==> src/rtl/otp_prog_seq_pkg.sv <==
package otp_prog_seq_pkg;
  typedef enum logic [3:0] {
    ST_IDLE,
    ST_RAMP_UP,
    ST_FETCH,
    ST_SETUP,
    ST_PULSE,
    ST_HOLD,
    ST_READ,
    ST_RAMP_DN,
    ST_VFETCH,
    ST_VREAD
  } seq_state_e;

  localparam logic PHASE_PROGRAM = 1'b0;
  localparam logic PHASE_VERIFY  = 1'b1;
endpackage

==> src/rtl/otp_cycle_timer.sv <==
module otp_cycle_timer #(
  parameter int TW = 8
) (
  input  logic          clk,
  input  logic          rst,
  input  logic          load,
  input  logic [TW-1:0] load_val,
  output logic          zero
);
  logic [TW-1:0] count_q;

  always_ff @(posedge clk) begin
    if (rst)                count_q <= '0;
    else if (load)          count_q <= load_val;
    else if (count_q != '0) count_q <= count_q - 1'b1;
  end

  assign zero = (count_q == '0);
endmodule

==> src/rtl/otp_addr_walker.sv <==
module otp_addr_walker #(
  parameter int AW = 17
) (
  input  logic          clk,
  input  logic          rst,
  input  logic          load,
  input  logic [AW-1:0] load_addr,
  input  logic          step,
  input  logic [AW-1:0] last_addr,
  output logic [AW-1:0] addr,
  output logic          at_last
);
  always_ff @(posedge clk) begin
    if (rst)       addr <= '0;
    else if (load) addr <= load_addr;
    else if (step) addr <= addr + 1'b1;
  end

  assign at_last = (addr == last_addr);
endmodule

==> src/rtl/otp_try_counter.sv <==
module otp_try_counter #(
  parameter int MAX_TRY = 25,
  localparam int CW = $clog2(MAX_TRY + 1)
) (
  input  logic          clk,
  input  logic          rst,
  input  logic          clear,
  input  logic          bump,
  output logic [CW-1:0] tries,
  output logic          at_limit
);
  always_ff @(posedge clk) begin
    if (rst || clear)           tries <= '0;
    else if (bump && !at_limit) tries <= tries + 1'b1;
  end

  assign at_limit = (tries == CW'(MAX_TRY));

  // a byte never sees more pulses than the limit
  a_r5_try_bound: assert property (@(posedge clk) disable iff (rst)
    tries <= CW'(MAX_TRY));
endmodule

==> src/rtl/otp_prog_seq.sv <==
module otp_prog_seq
  import otp_prog_seq_pkg::*;
#(
  parameter int AW        = 17,
  parameter int DW        = 8,
  parameter int PULSE_CYC = 5000,
  parameter int READ_CYC  = 4,
  parameter int RAMP_CYC  = 64,
  parameter int MAX_TRY   = 25
) (
  input  logic          clk,
  input  logic          rst,
  input  logic          start,
  input  logic [AW-1:0] start_addr,
  input  logic [AW-1:0] end_addr,
  output logic          src_req,
  output logic [AW-1:0] src_addr,
  input  logic          src_ack,
  input  logic [DW-1:0] src_data,
  output logic [AW-1:0] mem_addr,
  output logic [DW-1:0] mem_wdata,
  input  logic [DW-1:0] mem_rdata,
  output logic          mem_ce_n,
  output logic          mem_oe_n,
  output logic          mem_pgm_n,
  output logic          vcc_hi_en,
  output logic          vpp_hi_en,
  output logic          busy,
  output logic          pass,
  output logic          fail,
  output logic [AW-1:0] fail_addr,
  output logic          fail_phase
);
  localparam int MAX_PR = (PULSE_CYC > RAMP_CYC) ? PULSE_CYC : RAMP_CYC;
  localparam int MAX_C  = (MAX_PR > READ_CYC) ? MAX_PR : READ_CYC;
  localparam int TW     = $clog2(MAX_C + 1);
  localparam int CW     = $clog2(MAX_TRY + 1);

  seq_state_e    state_q, state_n;
  logic [AW-1:0] start_q, end_q, addr;
  logic [DW-1:0] data_q;
  logic          t_load, t_zero;
  logic [TW-1:0] t_val;
  logic          w_load, w_step, at_last;
  logic          try_clr, try_bump, at_limit;
  logic [CW-1:0] tries;
  logic          accept, data_ld, done_pass, done_fail, fail_ph_n, match;

  otp_cycle_timer #(.TW(TW)) u_timer (
    .clk(clk), .rst(rst), .load(t_load), .load_val(t_val), .zero(t_zero)
  );

  otp_addr_walker #(.AW(AW)) u_walker (
    .clk(clk), .rst(rst), .load(w_load),
    .load_addr((state_q == ST_IDLE) ? start_addr : start_q),
    .step(w_step), .last_addr(end_q), .addr(addr), .at_last(at_last)
  );

  otp_try_counter #(.MAX_TRY(MAX_TRY)) u_tries (
    .clk(clk), .rst(rst), .clear(try_clr), .bump(try_bump),
    .tries(tries), .at_limit(at_limit)
  );

  assign match = (mem_rdata == data_q);

  always_comb begin
    state_n   = state_q;
    t_load    = 1'b0;
    t_val     = '0;
    w_load    = 1'b0;
    w_step    = 1'b0;
    try_clr   = 1'b0;
    try_bump  = 1'b0;
    accept    = 1'b0;
    data_ld   = 1'b0;
    done_pass = 1'b0;
    done_fail = 1'b0;
    fail_ph_n = PHASE_PROGRAM;
    unique case (state_q)
      ST_IDLE: if (start) begin
        accept  = 1'b1;
        w_load  = 1'b1;
        try_clr = 1'b1;
        t_load  = 1'b1;
        t_val   = TW'(RAMP_CYC - 1);
        state_n = ST_RAMP_UP;
      end
      ST_RAMP_UP: if (t_zero) state_n = ST_FETCH;
      ST_FETCH: if (src_ack && src_req) begin
        data_ld = 1'b1;
        state_n = ST_SETUP;
      end
      ST_SETUP: begin
        t_load   = 1'b1;
        t_val    = TW'(PULSE_CYC - 1);
        try_bump = 1'b1;
        state_n  = ST_PULSE;
      end
      ST_PULSE: if (t_zero) state_n = ST_HOLD;
      ST_HOLD: begin
        t_load  = 1'b1;
        t_val   = TW'(READ_CYC - 1);
        state_n = ST_READ;
      end
      ST_READ: if (t_zero) begin
        if (match && at_last) begin
          w_load  = 1'b1;
          t_load  = 1'b1;
          t_val   = TW'(RAMP_CYC - 1);
          state_n = ST_RAMP_DN;
        end else if (match) begin
          w_step  = 1'b1;
          try_clr = 1'b1;
          state_n = ST_FETCH;
        end else if (at_limit) begin
          done_fail = 1'b1;
          state_n   = ST_IDLE;
        end else begin
          state_n = ST_SETUP;
        end
      end
      ST_RAMP_DN: if (t_zero) state_n = ST_VFETCH;
      ST_VFETCH: if (src_ack && src_req) begin
        data_ld = 1'b1;
        t_load  = 1'b1;
        t_val   = TW'(READ_CYC - 1);
        state_n = ST_VREAD;
      end
      ST_VREAD: if (t_zero) begin
        if (!match) begin
          done_fail = 1'b1;
          fail_ph_n = PHASE_VERIFY;
          state_n   = ST_IDLE;
        end else if (at_last) begin
          done_pass = 1'b1;
          state_n   = ST_IDLE;
        end else begin
          w_step  = 1'b1;
          state_n = ST_VFETCH;
        end
      end
      default: state_n = ST_IDLE;
    endcase
  end

  always_ff @(posedge clk) begin
    if (rst) begin
      state_q    <= ST_IDLE;
      start_q    <= '0;
      end_q      <= '0;
      data_q     <= '0;
      mem_pgm_n  <= 1'b1;
      mem_oe_n   <= 1'b1;
      mem_ce_n   <= 1'b1;
      vcc_hi_en  <= 1'b0;
      vpp_hi_en  <= 1'b0;
      src_req    <= 1'b0;
      busy       <= 1'b0;
      pass       <= 1'b0;
      fail       <= 1'b0;
      fail_addr  <= '0;
      fail_phase <= PHASE_PROGRAM;
    end else begin
      state_q   <= state_n;
      mem_pgm_n <= (state_n != ST_PULSE);
      mem_oe_n  <= !(state_n == ST_READ || state_n == ST_VREAD);
      mem_ce_n  <= (state_n == ST_IDLE);
      vcc_hi_en <= state_n inside {ST_RAMP_UP, ST_FETCH, ST_SETUP, ST_PULSE, ST_HOLD, ST_READ};
      vpp_hi_en <= state_n inside {ST_RAMP_UP, ST_FETCH, ST_SETUP, ST_PULSE, ST_HOLD, ST_READ};
      src_req   <= (state_n == ST_FETCH) || (state_n == ST_VFETCH);
      busy      <= (state_n != ST_IDLE);
      if (data_ld) data_q <= src_data;
      if (accept) begin
        start_q <= start_addr;
        end_q   <= end_addr;
        pass    <= 1'b0;
        fail    <= 1'b0;
      end
      if (done_pass) pass <= 1'b1;
      if (done_fail) begin
        fail       <= 1'b1;
        fail_addr  <= addr;
        fail_phase <= fail_ph_n;
      end
    end
  end

  assign src_addr  = addr;
  assign mem_addr  = addr;
  assign mem_wdata = data_q;

  // Checker state: length of the current low run of the program strobe
  logic [31:0] low_run;
  always_ff @(posedge clk) begin
    if (rst || mem_pgm_n) low_run <= '0;
    else                  low_run <= low_run + 1;
  end

  // nothing is driven toward the memory while idle
  a_r1_idle_quiet: assert property (@(posedge clk) disable iff (rst)
    !busy |-> (mem_pgm_n && !vpp_hi_en && !vcc_hi_en && !src_req));
  // supplies are up whenever a pulse is applied
  a_r2_supply_in_pulse: assert property (@(posedge clk) disable iff (rst)
    !mem_pgm_n |-> (vpp_hi_en && vcc_hi_en));
  // strobe framing during a pulse
  a_r3_pulse_strobes: assert property (@(posedge clk) disable iff (rst)
    !mem_pgm_n |-> (!mem_ce_n && mem_oe_n));
  // address and data held through the pulse and one cycle after
  a_r3_addr_stable: assert property (@(posedge clk) disable iff (rst)
    (!mem_pgm_n || $rose(mem_pgm_n)) |-> ($stable(mem_addr) && $stable(mem_wdata)));
  // pulse width in clock cycles
  a_r3_pulse_width: assert property (@(posedge clk) disable iff (rst)
    $rose(mem_pgm_n) |-> (low_run == 32'(PULSE_CYC)));
  // read-back pass runs at normal supply with no pulse
  a_r8_verify_normal: assert property (@(posedge clk) disable iff (rst)
    (state_q == ST_VREAD) |-> (!vpp_hi_en && !vcc_hi_en && mem_pgm_n));
  // pass and fail are exclusive
  a_r10_exclusive: assert property (@(posedge clk) disable iff (rst)
    !(pass && fail));
  // a failure leaves the supplies off and the block idle
  a_r6_fail_idle: assert property (@(posedge clk) disable iff (rst)
    $rose(fail) |-> (!busy && !vpp_hi_en));
  // latched range does not move during a run
  a_r11_range_held: assert property (@(posedge clk) disable iff (rst)
    (busy && $past(busy)) |-> ($stable(end_q) && $stable(start_q)));
endmodule

==> config.mk <==
export PLATFORM = sky130hd
export DESIGN_NAME = otp_prog_seq
export DESIGN_NICKNAME = d
export VERILOG_FILES = /design/src/rtl/otp_prog_seq_pkg.sv /design/src/rtl/otp_cycle_timer.sv /design/src/rtl/otp_addr_walker.sv /design/src/rtl/otp_try_counter.sv /design/src/rtl/otp_prog_seq.sv
export SDC_FILE = /design/constraint.sdc
export NUM_CORES = 1
export LEC_CHECK = 0
export BUFFER_PORTS_ARGS = -buffer_cell sky130_fd_sc_hd__buf_2
export CORE_UTILIZATION = 49
export DETAILED_ROUTE_END_ITERATION = 8
export GPL_TIMING_DRIVEN = 1
export PLACE_DENSITY = 0.77
export SYNTH_ARGS = -nofsm -noshare
export SYNTH_HDL_FRONTEND = slang
export SYNTH_SLANG_ARGS = --single-unit
==> constraint.sdc <==
create_clock -name clk -period 2.6 [get_ports clk]
set_input_delay 0 -clock clk [delete_from_list [all_inputs] [get_ports clk]]
set_output_delay 0 -clock clk [all_outputs]
set_load 0.03 [all_outputs]
==> results.json <==
{
  "hold_slack_ns": 0.1094,
  "r2r_end": "u_walker.addr[14]",
  "setup_violations": 0,
  "worstHoldPathCells": 4,
  "hold_path_class": "primary input to register",
  "worst_pin_slew_ns": 0.7599,
  "rr_startpoint": "u_timer.count_q[0]",
  "min_period_ns": 2.499,
  "area_delta_synth_final_pct": 27.38,
  "grt_overflow": 0,
  "drt_iter0_markers": 339,
  "critPathMaxFanout": 17,
  "clk_latency_ns": 0.38,
  "place_hpwl_um": 10230,
  "synth_compound_area_share_pct": 14.17,
  "skew_ns": 0.008308,
  "synth_top_family_by_area": "simple AND/OR/NAND/NOR gates",
  "synth_seq_cells": 107,
  "synth-adder-area-share_pct": 0.9558,
  "synth_fp_nets": 688,
  "synth.avg_cell_area_um2": 8.312,
  "num_vias": 5194,
  "grt_max_degree": 44,
  "antenna_found_initial": 0,
  "synthXorXnorAreaFrac_pct": 7.192,
  "p_per_area_nw_per_um2": 600.0,
  "synthCells": 630,
  "pin_count": 123,
  "busiest_layer": "met2",
  "drc_errors": 0,
  "crit_path_end_kind": "register",
  "postRouteAntennaNets": 0,
  "drive_gt1_share_pct": 25.16,
  "cts_inserted_buffers": 9,
  "grt_pass1_vias": 4906,
  "p_leak_nw": 2.912,
  "hp-start": "src_ack",
  "diodes": 0,
  "first_pass_iters": 6,
  "yosys.area_share.simple_pct": 23.27,
  "drt-total-wl_um": 15250,
  "synth_edf_count": 0,
  "wl_per_cell_um": 16.52,
  "worstSetupPathType": "register to register",
  "slew_headroom_pct": 49.34,
  "layout.cells.non_filler": 923,
  "grt_use_met3_pct": 5.071,
  "finalPower_mw": 4.002,
  "crit_family": "simple AND/OR/NAND/NOR gates",
  "cp.required_ns": 2.86,
  "crit_slowest_cell": "or4b_4",
  "cp_num_cells": 9,
  "gp_congestion": 0.9466,
  "clk_pin_slew_ns": 0.10,
  "globalRouteMet1Util_pct": 32.36,
  "period_share_pct": 96.11,
  "fmax_ghz": 0.4002,
  "grt_pass1_wl_um": 24010,
  "yosysWarningCount": 0,
  "cts.path.max_buffers": 2,
  "design.core.area_um2": 10320,
  "final_cell_mix": "122 x buf_2, 107 x dfxtp_1, 94 x nand2_1",
  "outcome": "finished, final reports clean",
  "start_util_pct": 50.72,
  "path_buf_inv": 1,
  "grtUsageTotal_pct": 27.44,
  "drv_slew": 0,
  "slowest_delay_ns": 0.51,
  "async_flop_share_pct": 0,
  "htree_levels": 3,
  "cts_num_sinks": 107,
  "r2r_cells": 9,
  "crit_arrival_ns": 2.76,
  "synth_flop_cell": "dfxtp_1",
  "whs_endpoint": "mem_oe_n",
  "ir_drop_uv": 370.0,
  "hold_violations": 0,
  "synth.area.mux_share_pct": 7.001,
  "fp.dieH_um": 105.4,
  "startpoint_type": "register",
  "crit_chain": "inv_1 -> ha_1 -> nor3b_4 -> nand4_4 -> nor3_4 -> or4b_4 -> and2_4 -> a211oi_2 -> a211oi_1",
  "rows": 37,
  "cts_tree": "built",
  "portBuffers": 122,
  "synth_cell_types": 54,
  "cts-root-buf": "clkbuf_8",
  "use_met2_pct": 48.68,
  "synth.yosys.seq_area_share_pct": 40.91,
  "synth_area_um2": 5236,
  "die_x_um": 105.4,
  "reg2reg_slack_ns": 0.10,
  "place_inst": 862,
  "mostFrequentLayoutCell": "buf_2",
  "drv_cap": 0,
  "layout.nets": 841,
  "via_per_inst": 5.627,
  "die_area_um2": 11100
}
## kinds of logic (layout without fill, tap and decap cells)
kind of cell	Yosys count	count (layout)
xor+xnor	43	43
compound gates	122	122
simple gates	252	252
buf+inv	66	223
flops	107	107
fa+ha+maj	4	4
mux	36	36
## cell type report
type / count / area, um^2
fillers: 843 / 3654
multi-input cells: 457 / 2818
clock buffers: 12 / 145.1
clock inverters: 3 / 47.55
flip-flops and latches: 107 / 2142
inverters: 8 / 30.03
repair buffers: 200 / 1318
well taps: 136 / 170.2
## power breakdown
group | switching, mW | leakage [nW] | total, mW | internal (mW)
Sequential | 0.117 | 0.873 | 1.87 | 1.75
Clock | 0.573 | 0.0970 | 1.05 | 0.474
Combinational | 0.645 | 1.94 | 1.09 | 0.444
## worst register-to-register path, stage by stage, from the launching register on
cell and delay [ns]:
dfxtp_1 0.34, inv_1 0.11, ha_1 0.21, nor3b_4 0.26, nand4_4 0.13, nor3_4 0.23
or4b_4 0.51, and2_4 0.25, a211oi_2 0.28, a211oi_1 0.08
## state kept, by name (all words and copies together), names as in the netlist, 4 cells and up
name / cells
start_q: 17
state_q: 4
u_timer.count_q: 13
u_walker.addr: 17
end_q: 17
u_tries.tries: 5
mem_wdata: 8
fail_addr: 17
## synth_stat cells (3+ instances only)
cell type,instances,share of area [%]
o21ai_0,19,1.8
mux2i_1,31,5.9
nor3_1,13,1.2
nand2b_1,4,0.48
buf_4,19,2.7
nand4_1,9,1.1
clkbuf_1,32,2.3
nor4_1,8,0.96
ha_1,4,0.96
xnor2_1,22,3.7
dfxtp_1,107,41
and3_1,9,1.1
mux2_2,5,1.1
o32a_1,5,0.96
a211oi_1,12,1.7
nand3_1,11,1.1
nor2_1,70,5.0
nand2_1,95,6.8
a21oi_1,61,5.8
a31oi_1,7,0.84
nor2b_1,9,1.1
nand3b_1,3,0.43
inv_1,8,0.57
nor3b_1,3,0.43
buf_2,5,0.48
or3_1,4,0.48
xor2_1,21,3.5
## per-stage QoR
step | utilization [%] | setup TNS (ns) | worst slack, ns | cell area, um^2
2_1_floorplan | - | 0 | 0.04891 | 5236
3_3_place_gp | 57.82 | 0 | 0.09166 | 5969
3_5_place_dp | 57.82 | -0.01183 | -0.01183 | 5969
4_1_cts | 63.83 | 0 | 0.01534 | 6590
5_1_grt | 64.61 | -0.007448 | -0.007151 | 6670
6_report | 64.61 | 0 | 0.1012 | 6670
## worst max-delay path by stage
stage,from,to
2_1_floorplan,u_walker.addr[9],u_walker.addr[0]
3_3_place_gp,u_timer.count_q[0],u_walker.addr[0]
3_5_place_dp,u_timer.count_q[0],u_walker.addr[0]
4_1_cts,u_timer.count_q[0],u_walker.addr[0]
5_1_grt,u_timer.count_q[0],u_walker.addr[11]
6_report,u_timer.count_q[0],u_walker.addr[14]
## layer usage
layer,up-vias,part of all wire (%)
met5,-,0
met2,240,50
met1,2446,39
li1,2468,-
met4,0,2.7
met3,40,7.8
## timing repair
item                                    in CTS  in global routing
gates resized for setup                      0                 14
hold buffers                                42                  0
setup buffers                                1                  3
pin swaps                                    0                  2
endpoints found under the hold margin       42                  0
endpoints found under the setup margin       3                 38
No activity file was read; power rests on OpenSTA's default activity.
